[src/rtl/adcf_pkg.sv]
package adcf_pkg;

    localparam int SAMP_W = 14;
    localparam int WORD_W = 16;
    localparam int PAD_W  = WORD_W - SAMP_W;
    localparam int CNT_W  = $clog2(WORD_W);
    localparam int IDX_W  = $clog2(WORD_W);

    typedef enum logic [1:0] {
        WID_16  = 2'b00,
        WID_14  = 2'b01,
        WID_12  = 2'b10,
        WID_12X = 2'b11
    } width_e;

    typedef struct packed {
        logic   two_lane;
        width_e width;
        logic   twos;
    } cfg_t;

    localparam cfg_t CFG_RST = '{two_lane: 1'b1, width: WID_16, twos: 1'b0};

    typedef enum logic [1:0] {
        ST_IDLE   = 2'b00,
        ST_SLOT_A = 2'b01,
        ST_SLOT_B = 2'b10
    } state_e;

    // last counter value of a sample slot (slot length minus one)
    function automatic logic [CNT_W-1:0] slot_last(cfg_t c);
        logic [CNT_W:0] n;
        unique case (c.width)
            WID_16:  n = (CNT_W+1)'(16);
            WID_14:  n = (CNT_W+1)'(14);
            default: n = (CNT_W+1)'(12);
        endcase
        if (c.two_lane) n = n >> 1;
        return CNT_W'(n - (CNT_W+1)'(1));
    endfunction

    // two-lane 14-bit frames span two sample slots
    function automatic logic pair_frame(cfg_t c);
        return c.two_lane && (c.width == WID_14);
    endfunction

endpackage

[src/rtl/adcf_cfg.sv]
module adcf_cfg
    import adcf_pkg::*;
(
    input  logic clk,
    input  logic rst,
    input  logic ctl_load,
    input  cfg_t ctl_cfg,
    input  logic frame_start,
    output cfg_t act_cfg,
    output cfg_t next_cfg
);

    cfg_t pend_q;
    cfg_t act_q;

    always_ff @(posedge clk) begin
        if (rst) begin
            pend_q <= CFG_RST;
            act_q  <= CFG_RST;
        end else begin
            if (ctl_load)    pend_q <= ctl_cfg;
            if (frame_start) act_q  <= pend_q;
        end
    end

    assign act_cfg  = act_q;
    assign next_cfg = frame_start ? pend_q : act_q;

endmodule

[src/rtl/adcf_coder.sv]
module adcf_coder
    import adcf_pkg::*;
(
    input  logic              clk,
    input  logic              rst,
    input  logic              samp_valid,
    input  logic [SAMP_W-1:0] samp_data,
    input  logic              twos,
    output logic [WORD_W-1:0] word
);

    logic [SAMP_W-1:0] hold_q;
    logic [SAMP_W-1:0] pick;
    logic [SAMP_W-1:0] coded;

    always_ff @(posedge clk) begin
        if (rst)             hold_q <= '0;
        else if (samp_valid) hold_q <= samp_data;
    end

    always_comb begin
        pick  = samp_valid ? samp_data : hold_q;
        coded = pick;
        coded[SAMP_W-1] = pick[SAMP_W-1] ^ twos;
        word  = {coded, {PAD_W{1'b0}}};
    end

endmodule

[src/rtl/adcf_seq.sv]
module adcf_seq
    import adcf_pkg::*;
(
    input  logic              clk,
    input  logic              rst,
    input  logic              samp_valid,
    input  cfg_t              act_cfg,
    input  logic [WORD_W-1:0] word_in,
    output logic              frame_start,
    output logic              running,
    output logic              lane_a,
    output logic              lane_b,
    output logic              frame,
    output logic              dclk
);

    state_e            state_q, state_d;
    logic [CNT_W-1:0]  cnt_q, cnt_d;
    logic [WORD_W-1:0] word_q;
    logic              slot_start;
    logic              slot_end;
    logic [CNT_W-1:0]  last;

    assign last     = slot_last(act_cfg);
    assign slot_end = (cnt_q == last);

    // next-state and event decode
    always_comb begin
        state_d     = state_q;
        frame_start = 1'b0;
        slot_start  = 1'b0;
        unique case (state_q)
            ST_IDLE: begin
                if (samp_valid) begin
                    state_d     = ST_SLOT_A;
                    frame_start = 1'b1;
                end
            end
            ST_SLOT_A: begin
                if (slot_end) begin
                    if (pair_frame(act_cfg)) begin
                        state_d    = ST_SLOT_B;
                        slot_start = 1'b1;
                    end else begin
                        frame_start = 1'b1;
                    end
                end
            end
            ST_SLOT_B: begin
                if (slot_end) begin
                    state_d     = ST_SLOT_A;
                    frame_start = 1'b1;
                end
            end
            default: state_d = ST_IDLE;
        endcase
        if (frame_start || slot_start) cnt_d = '0;
        else if (state_q == ST_IDLE)   cnt_d = '0;
        else                           cnt_d = cnt_q + CNT_W'(1);
    end

    // state register, bit counter and word register
    always_ff @(posedge clk) begin
        if (rst) begin
            state_q <= ST_IDLE;
            cnt_q   <= '0;
            word_q  <= '0;
        end else begin
            state_q <= state_d;
            cnt_q   <= cnt_d;
            if (frame_start || slot_start) word_q <= word_in;
        end
    end

    // outputs
    always_comb begin
        logic [IDX_W-1:0] step;
        logic [IDX_W-1:0] idx_a;
        logic [IDX_W:0]   half;
        logic             pos_odd;
        running = (state_q != ST_IDLE);
        step    = act_cfg.two_lane ? IDX_W'({cnt_q[CNT_W-2:0], 1'b0}) : IDX_W'(cnt_q);
        idx_a   = IDX_W'(WORD_W - 1) - step;
        half    = ({1'b0, last} + (IDX_W+1)'(1)) >> 1;
        pos_odd = cnt_q[0] ^ ((state_q == ST_SLOT_B) && !last[0]);
        lane_a  = 1'b0;
        lane_b  = 1'b0;
        frame   = 1'b0;
        dclk    = 1'b0;
        if (running) begin
            lane_a = word_q[idx_a];
            lane_b = act_cfg.two_lane ? word_q[idx_a - IDX_W'(1)] : 1'b0;
            dclk   = !pos_odd;
            if (state_q == ST_SLOT_A)
                frame = pair_frame(act_cfg) ? 1'b1 : ({1'b0, cnt_q} < half);
        end
    end

endmodule

[src/rtl/adcf_top.sv]
module adcf_top
    import adcf_pkg::*;
(
    input  logic              clk,
    input  logic              rst,
    input  logic              samp_valid,
    input  logic [SAMP_W-1:0] samp_data,
    input  logic              ctl_load,
    input  logic              ctl_two_lane,
    input  logic [1:0]        ctl_width,
    input  logic              ctl_twos,
    output logic              lane_a,
    output logic              lane_b,
    output logic              frame,
    output logic              dclk
);

    cfg_t              ctl_cfg;
    cfg_t              act_cfg;
    cfg_t              next_cfg;
    logic              frame_start;
    logic              running;
    logic              one_lane;
    logic [WORD_W-1:0] word;

    assign ctl_cfg  = '{two_lane: ctl_two_lane, width: width_e'(ctl_width), twos: ctl_twos};
    assign one_lane = !act_cfg.two_lane;

    adcf_cfg u_cfg (
        .clk         (clk),
        .rst         (rst),
        .ctl_load    (ctl_load),
        .ctl_cfg     (ctl_cfg),
        .frame_start (frame_start),
        .act_cfg     (act_cfg),
        .next_cfg    (next_cfg)
    );

    adcf_coder u_coder (
        .clk        (clk),
        .rst        (rst),
        .samp_valid (samp_valid),
        .samp_data  (samp_data),
        .twos       (next_cfg.twos),
        .word       (word)
    );

    adcf_seq u_seq (
        .clk         (clk),
        .rst         (rst),
        .samp_valid  (samp_valid),
        .act_cfg     (act_cfg),
        .word_in     (word),
        .frame_start (frame_start),
        .running     (running),
        .lane_a      (lane_a),
        .lane_b      (lane_b),
        .frame       (frame),
        .dclk        (dclk)
    );

endmodule

[config.mk]
export PLATFORM = sky130hd
export DESIGN_NAME = adcf_top
export DESIGN_NICKNAME = d
export VERILOG_FILES = /design/src/rtl/adcf_pkg.sv /design/src/rtl/adcf_cfg.sv /design/src/rtl/adcf_coder.sv /design/src/rtl/adcf_seq.sv /design/src/rtl/adcf_top.sv
export SDC_FILE = /design/constraint.sdc
export NUM_CORES = 1
export LEC_CHECK = 0
export BUFFER_PORTS_ARGS = -buffer_cell sky130_fd_sc_hd__buf_2
export CAP_MARGIN = 20
export CELL_PAD_IN_SITES_DETAIL_PLACEMENT = 1
export CELL_PAD_IN_SITES_GLOBAL_PLACEMENT = 1
export CORE_ASPECT_RATIO = 0.8
export CORE_MARGIN = 2
export CORE_UTILIZATION = 30
export CTS_CLUSTER_DIAMETER = 100
export DETAILED_ROUTE_END_ITERATION = 8
export PLACE_DENSITY = 0.53
export RECOVER_POWER = 50
export SLEW_MARGIN = 20
export SYNTH_ARGS = -nofsm -noshare
export SYNTH_HDL_FRONTEND = slang
export SYNTH_HIERARCHICAL = 1
export SYNTH_SLANG_ARGS = --single-unit
export TNS_END_PERCENT = 50
[constraint.sdc]
create_clock -name clk -period 8.3 [get_ports clk]
set_clock_uncertainty 0.2 [all_clocks]
set_input_delay 0.83 -clock clk [delete_from_list [all_inputs] [get_ports clk]]
set_output_delay 0.83 -clock clk [all_outputs]
set_load 0.02 [all_outputs]
==> results of run 1 <==
report_power, final:
part / total, mW / internal, mW / switching [mW]
combinational: 0.0690 / 0.0323 / 0.0366
clock: 0.194 / 0.109 / 0.0847
sequential: 0.228 / 0.220 / 0.00793
placed cells by master (no fill, tap or decap), drive strengths merged, types with 2 or more instances in the layout:
cell	synthesis	routed
o21ai	10	10
nand3	18	18
or3b	2	2
a21oi	24	24
and2	3	3
a221oi	2	2
dfxtp	44	44
mux2i	10	10
or3	2	2
a2111oi	3	3
nor3b	4	4
and2b	6	6
conb	1	2
o311ai	2	2
buf	28	25
ha	5	5
nor3	2	2
a21bo	14	14
a21o	3	3
xnor2	3	3
a211oi	2	2
mux2	20	20
inv	10	10
nand2b	4	4
nand3b	2	2
o32ai	2	2
or2	2	2
nor2b	17	17
xor2	3	3
nand2	12	12
and3	4	4
nor2	12	12
clkbuf	9	7
worst reg2reg max path, stage by stage, from the launching register on:
cell,delay [ns]
dfxtp_1,0.82
nor4bb_1,0.27
and2_0,0.18
o311ai_1,0.20
o32ai_1,0.82
mux2_2,0.44
xnor2_1,0.16
nand3_1,0.09
a21oi_1,0.18
layer usage:
metal | vias to the layer above | share of wire, % | wire, microns | global-route usage, %
met4 | 0 | 0.47 | 31 | 3.15
met3 | 2 | 2.5 | 162 | 3.09
li1 | 1046 | - | - | -
met5 | - | 0 | 0 | 0
met1 | 1034 | 56 | 3660 | 20.2
met2 | 25 | 42 | 2740 | 18.0
flip-flops by register name, summed over array words and instances, names as in the netlist:
register / count
u_coder/hold_q: 14
u_seq/state_q: 2
u_cfg/pend_q: 4
u_cfg/act_cfg: 4
u_seq/word_q: 16
u_seq/cnt_q: 4
how the worst max path moves through the flow:
stage | start | end | cells after the start
after floorplan | u_seq/cnt_q[0] | lane_b | 9
after global placement | u_seq/cnt_q[0] | lane_b | 8
after detailed placement | u_seq/cnt_q[0] | lane_b | 8
after CTS | u_seq/cnt_q[0] | lane_b | 8
after global routing | u_seq/cnt_q[0] | lane_b | 8
final | u_seq/cnt_q[0] | lane_b | 8
area by class of cell:
class	count	area (sq um)	share of cell area, %
multi-input combinational	212	1650	55.3
sequential	44	881	29.4
tap	115	144	4.81
timing repair buffer	27	138	4.60
clock buffer	5	125	4.18
inverter	10	37.5	1.25
clock inverter	2	12.5	0.418
cell families after synthesis:
family | synth area share [%]
and+or+nand+nor | 20.3
AOI/OAI and AO/OA | 20.2
buffers and inverters | 9.89
DFF | 31.4
muxes | 13.4
xor gates and xnor gates | 2.54
adders and majority gates | 2.23
other | 0.134
cell usage after synthesis (5+ instances only):
cell type,instances
mux2_4,10
mux2i_1,9
buf_2,8
ha_1,5
o21ai_0,10
a21bo_1,11
inv_1,10
dfxtp_1,44
mux2_2,10
nand2_1,12
clkbuf_1,8
nor2_1,11
and2b_1,6
a21oi_1,24
buf_4,16
nor2b_1,14
nand3_1,18
==> flow_metrics.env, run 1 <==
export IMPL_drc=0
export IMPL_final_util_pct=33.0
export IMPL_rsz0062_at_grt="no"
export IMPL_maxCapViolations=1
export IMPL_drive_gt1_share_pct=22.7
export IMPL_slowest_delay_ns=0.86
export IMPL_reg2reg_to="u_seq/word_q[15]"
export IMPL_post_drt_wl_per_cell_microns=15.9
export IMPL_finalWorstSetupSlack_ns=4.02
export IMPL_clock_latency_ns=0.29
export IMPL_tns_ns=0
export IMPL_hold_ws_ns=0.298
export IMPL_period_share_pct=51.6
export IMPL_synth_edf_count=0
export IMPL_via_per_inst=5.08
export IMPL_startpoint_type="flop"
export IMPL_ant_nets=0
export IMPL_regToRegSetupSlack_ns=4.84
export IMPL_hold_start="u_cfg/pend_q[2]"
export IMPL_path_max_fanout=26
export IMPL_die_w_microns=112
export IMPL_grt_pass1_vias=1995
export IMPL_worstPathArrival_ns=3.25
export IMPL_stdcell_count=415
export IMPL_ys_types=66
export IMPL_antenna_found_initial=0
export IMPL_finish_net_count=327
export IMPL_dieArea_sq_um=10200
export IMPL_syn_instance_count=302
export IMPL_path_buf_inv=1
export IMPL_io_pins=26
export IMPL_design_area_sq_um=2990
export IMPL_cts_path_max_buffers=2
export IMPL_gp_congestion=0.778
export IMPL_cp_top_family="flip-flops"
export IMPL_worst_setup_path_end_kind="output port"
export IMPL_drtIter0Drc=83
export IMPL_hold_path_depth=2
export IMPL_period_minus_slack_ns=4.28
export IMPL_dr_pass1_iters=4
export IMPL_wirelength_mm=6.59
export IMPL_powerDensity_nw_per_um2=164
export IMPL_violations="max-capacitance violations, max-slew violations"
export IMPL_synth_seq_area_share_pct=31.4
export IMPL_cts_setup_buffers=0
export IMPL_fp_dieH_microns=90.5
export IMPL_p_leak_nw=1.21
export IMPL_required_ns=7.27
export IMPL_ys_warn_count=6
export IMPL_synth_top_cell_by_area="dfxtp_1"
export IMPL_ys_flop_type="dfxtp_1"
export IMPL_grt_max_degree=44
export IMPL_io_buffers=25
export IMPL_cts_resized=0
export IMPL_status="finished with violations"
export IMPL_grtUsageTotal_pct=13.1
export IMPL_rows=31
export IMPL_hold_path_class="flop to flop"
export IMPL_placed_area_sq_um=2860
export IMPL_power_total_mw=0.491
export IMPL_path_clk_slew_ns=0.06
export IMPL_max_slew_margin_pct=-37.2
export IMPL_dp_hpwl_mm=4.50
export IMPL_worstHoldEndpoint="u_cfg/pend_q[2]"
export IMPL_setup_viol=0
export IMPL_cts_made_buffers=5
export IMPL_overflow=0
export IMPL_path_cells="nand2_1 > o21ai_0 > ha_1 > xor2_4 > mux2_2 > a2111oi_2 > nor3_2 > buf_2"
export IMPL_clkSinkCount=44
export IMPL_worst_slew_pin_slew_ns=2.06
export IMPL_ys_ff_latch=44
export IMPL_cts_tree="done"
export IMPL_cts_hold_buf=0
export IMPL_vdd_drop_max_mv=0.0725
export IMPL_worstReg2RegStart="u_seq/cnt_q[2]"
export IMPL_core_area_sq_um=9080
export IMPL_grt_first_pass_wirelength_mm=10.7
export IMPL_rr_worst_depth=8
export IMPL_dpl_cell_count=408
export IMPL_vias=2107
export IMPL_synth_top_area_share_pct=31.4
export IMPL_synth_area_per_cell_sq_um=9.30
export IMPL_diodes=0
export IMPL_cp_slowest_cell="dfxtp_1"
export IMPL_fill_cells=1083
export IMPL_place_ws_ns=4.34
export IMPL_syn_area_sq_um=2810
export IMPL_slew_viol_final=44
export IMPL_cts_root_buf="clkbuf_16"
export IMPL_finalHoldViolCount=0
export IMPL_cts_max_level=2
export IMPL_async_reset_ff_share_pct=0
export IMPL_synth_area_top_cells="dfxtp_1, mux2_4, a21oi_1, buf_4, mux2_2"
export IMPL_setup_worst_path_class="flop to output port"
export IMPL_fmax_mhz=234
export IMPL_initial_utilization_pct=30.9
export IMPL_areaGrowthSynthToFinish_pct=6.50
Note: power is estimated with default switching activity, not from simulation.
==> run 2, diff against run 1 <==
- ABC_AREA: unset -> 1
- PLACE_DENSITY: 0.53 -> 0.59
- clock period: 8.3 -> 3.5 ns (I/O delays scaled with it)
==> run 2 against run 1 <==
  * Final area about the same
  * Register-to-register slack worse by 4.4 ns
  * Synthesized cell count up 42%
  * The flow now finishes without violations
  * Non-clock buffer count up 1
  * Global-route usage up 0.69 points
==> flow_metrics.env, run 2 <==
export IMPL_status="finished clean"
export IMPL_die_w_microns=112
export IMPL_diodes=0
export IMPL_finalWorstSetupSlack_ns=0.411
export IMPL_initial_utilization_pct=31.0
export IMPL_hold_path_class="input port to flop"
export IMPL_fmax_mhz=324
export IMPL_clock_power_share_pct=37.2
export IMPL_finalHoldViolCount=0
export IMPL_maxCapViolations=0
export IMPL_period_share_pct=88.3
export IMPL_cts_root_buf="clkbuf_16"
export IMPL_worstPathArrival_ns=2.54
export IMPL_grt_max_degree=27
export IMPL_cell_internal_pwr_mw=0.909
export IMPL_syn_area_sq_um=2820
export IMPL_slowest_delay_ns=0.65
export IMPL_io_pins=26
export IMPL_powerDensity_nw_per_um2=429
export IMPL_synth_area_per_cell_sq_um=6.60
export IMPL_swShare_pct=29.0
export IMPL_dieArea_sq_um=10200
export IMPL_wirelength_mm=6.55
export IMPL_startpoint_type="flop"
export IMPL_cts_max_level=2
export IMPL_overflow=0
export IMPL_worst_slew_pin_slew_ns=1.41
export IMPL_period_minus_slack_ns=3.09
export IMPL_clock_latency_ns=0.28
export IMPL_required_ns=2.95
export IMPL_via_per_inst=4.51
export IMPL_vias=2485
export IMPL_rows=31
export IMPL_hold_ws_ns=0.0861
export IMPL_fp_dieH_microns=90.8
export IMPL_combPwrFrac_pct=19.1
export IMPL_path_common_cell="o21ai_0"
export IMPL_mostFrequentLayoutCell="nand2_1"
export IMPL_slew_viol_final=0
export IMPL_path_max_fanout=16
export IMPL_antenna_found_initial=0
export IMPL_io_buffers=25
export IMPL_clkSinkCount=44
export IMPL_setup_viol=0
export IMPL_cts_made_buffers=5
export IMPL_grt_first_pass_wirelength_mm=11.5
export IMPL_final_cell_mix="nand2_1, inv_1, dfxtp_1, nor2_1, buf_2"
export IMPL_syn_instance_count=428
export IMPL_p_leak_nw=1.50
export IMPL_areaGrowthSynthToFinish_pct=5.85
export IMPL_top_register="u_seq/word_q"
export IMPL_worst_setup_path_end_kind="output port"
export IMPL_ys_warn_count=6
export IMPL_gp_congestion=0.835
export IMPL_p_sw_mw=0.372
export IMPL_ant_nets=0
export IMPL_largest_reg_flops=16
export IMPL_cts_tree="done"
export IMPL_cp_slowest_cell="dfxtp_1"
export IMPL_max_slew_margin_pct=6.04
export IMPL_post_drt_wl_per_cell_microns=11.9
export IMPL_drive_gt1_share_pct=16.3
export IMPL_dp_hpwl_mm=5.02
export IMPL_place_ws_ns=0.682
export IMPL_grt_pass1_vias=2393
export IMPL_grtUsageTotal_pct=13.8
export IMPL_rsz0062_at_grt="no"
export IMPL_path_clk_slew_ns=0.06
export IMPL_cts_hold_buf=0
export IMPL_dr_pass1_iters=4
export IMPL_cts_path_max_buffers=2
export IMPL_vdd_drop_max_mv=0.217
export IMPL_tns_ns=0
export IMPL_cts_setup_buffers=0
export IMPL_setup_worst_path_class="flop to output port"
export IMPL_core_area_sq_um=9110
export IMPL_drtIter0Drc=74
export IMPL_finish_net_count=462
export IMPL_path_cells="o21ai_1 > ha_1 > a21oi_1 > o21ai_0 > o21ai_0 > o21ai_0 > nor2_1 > nor2_1 > buf_2"
export IMPL_drc=0
export IMPL_p_seq_share_pct=43.6
export IMPL_cts_resized=0
export IMPL_top_regs="u_seq/word_q: 16 flops, u_coder/hold_q: 14 flops"
-- run 2: path summary, 6_finish.rpt --
| check | slack [ns] | from | cells after the start | to |
|---|---|---|---|---|
| setup reg to reg | 0.42 | u_cfg/act_cfg[3] | 9 | u_seq/word_q[3] |
| hold / removal | 0.09 | ctl_twos | 3 | u_cfg/pend_q[0] |
| setup / recovery | 0.41 | u_cfg/act_cfg[3] | 9 | lane_b |
| hold reg to reg | 0.27 | u_coder/hold_q[6] | 2 | u_coder/hold_q[6] |
-- run 2: layout make-up --
type | instances | area [sq um]
tap | 115 | 144
fill | 1180 | 6130
sequential | 44 | 881
multi-input combinational | 279 | 1380
inverter | 77 | 290
clock buffer | 8 | 146
timing repair buffer | 28 | 145
-- run 2: stage by stage --
stage / util (%) / cell area (sq um) / total power, mW / cells
3_3_place_gp: 31.7 / 2890 / 0.821 / 543
2_1_floorplan: - / 2830 / 0.781 / 429
6_report: 32.8 / 2990 / 1.28 / 551
4_1_cts: 33.3 / 3040 / 1.31 / 551
3_5_place_dp: 31.7 / 2890 / 0.825 / 543
5_1_grt: 32.8 / 2990 / 1.37 / 551
-- run 2: routing by layer --
layer | vias up | GRT usage (%) | routed length, microns
met1 | 1129 | 19.3 | 3470
met2 | 19 | 21.4 | 2850
met4 | 0 | 3.35 | 61
li1 | 1333 | - | -
met5 | - | 0 | 0
met3 | 4 | 3.02 | 169
-- run 2: power by group through the flow --
stage	clock network, mW	registers (mW)	logic (mW)
5_1_grt	0.519	0.564	0.288
3_5_place_dp	0	0.572	0.254
4_1_cts	0.497	0.561	0.256
2_1_floorplan	0	0.562	0.219
6_report	0.477	0.559	0.245
3_3_place_gp	0	0.572	0.250
-- run 2: critical path, delay by kind of cell, from the launching register on --
family,cells,cell delay [ns]
compound gates,5,0.71
fa+ha+maj,1,0.51
buf+inv,1,0.18
flops,1,0.65
simple gates,2,0.19
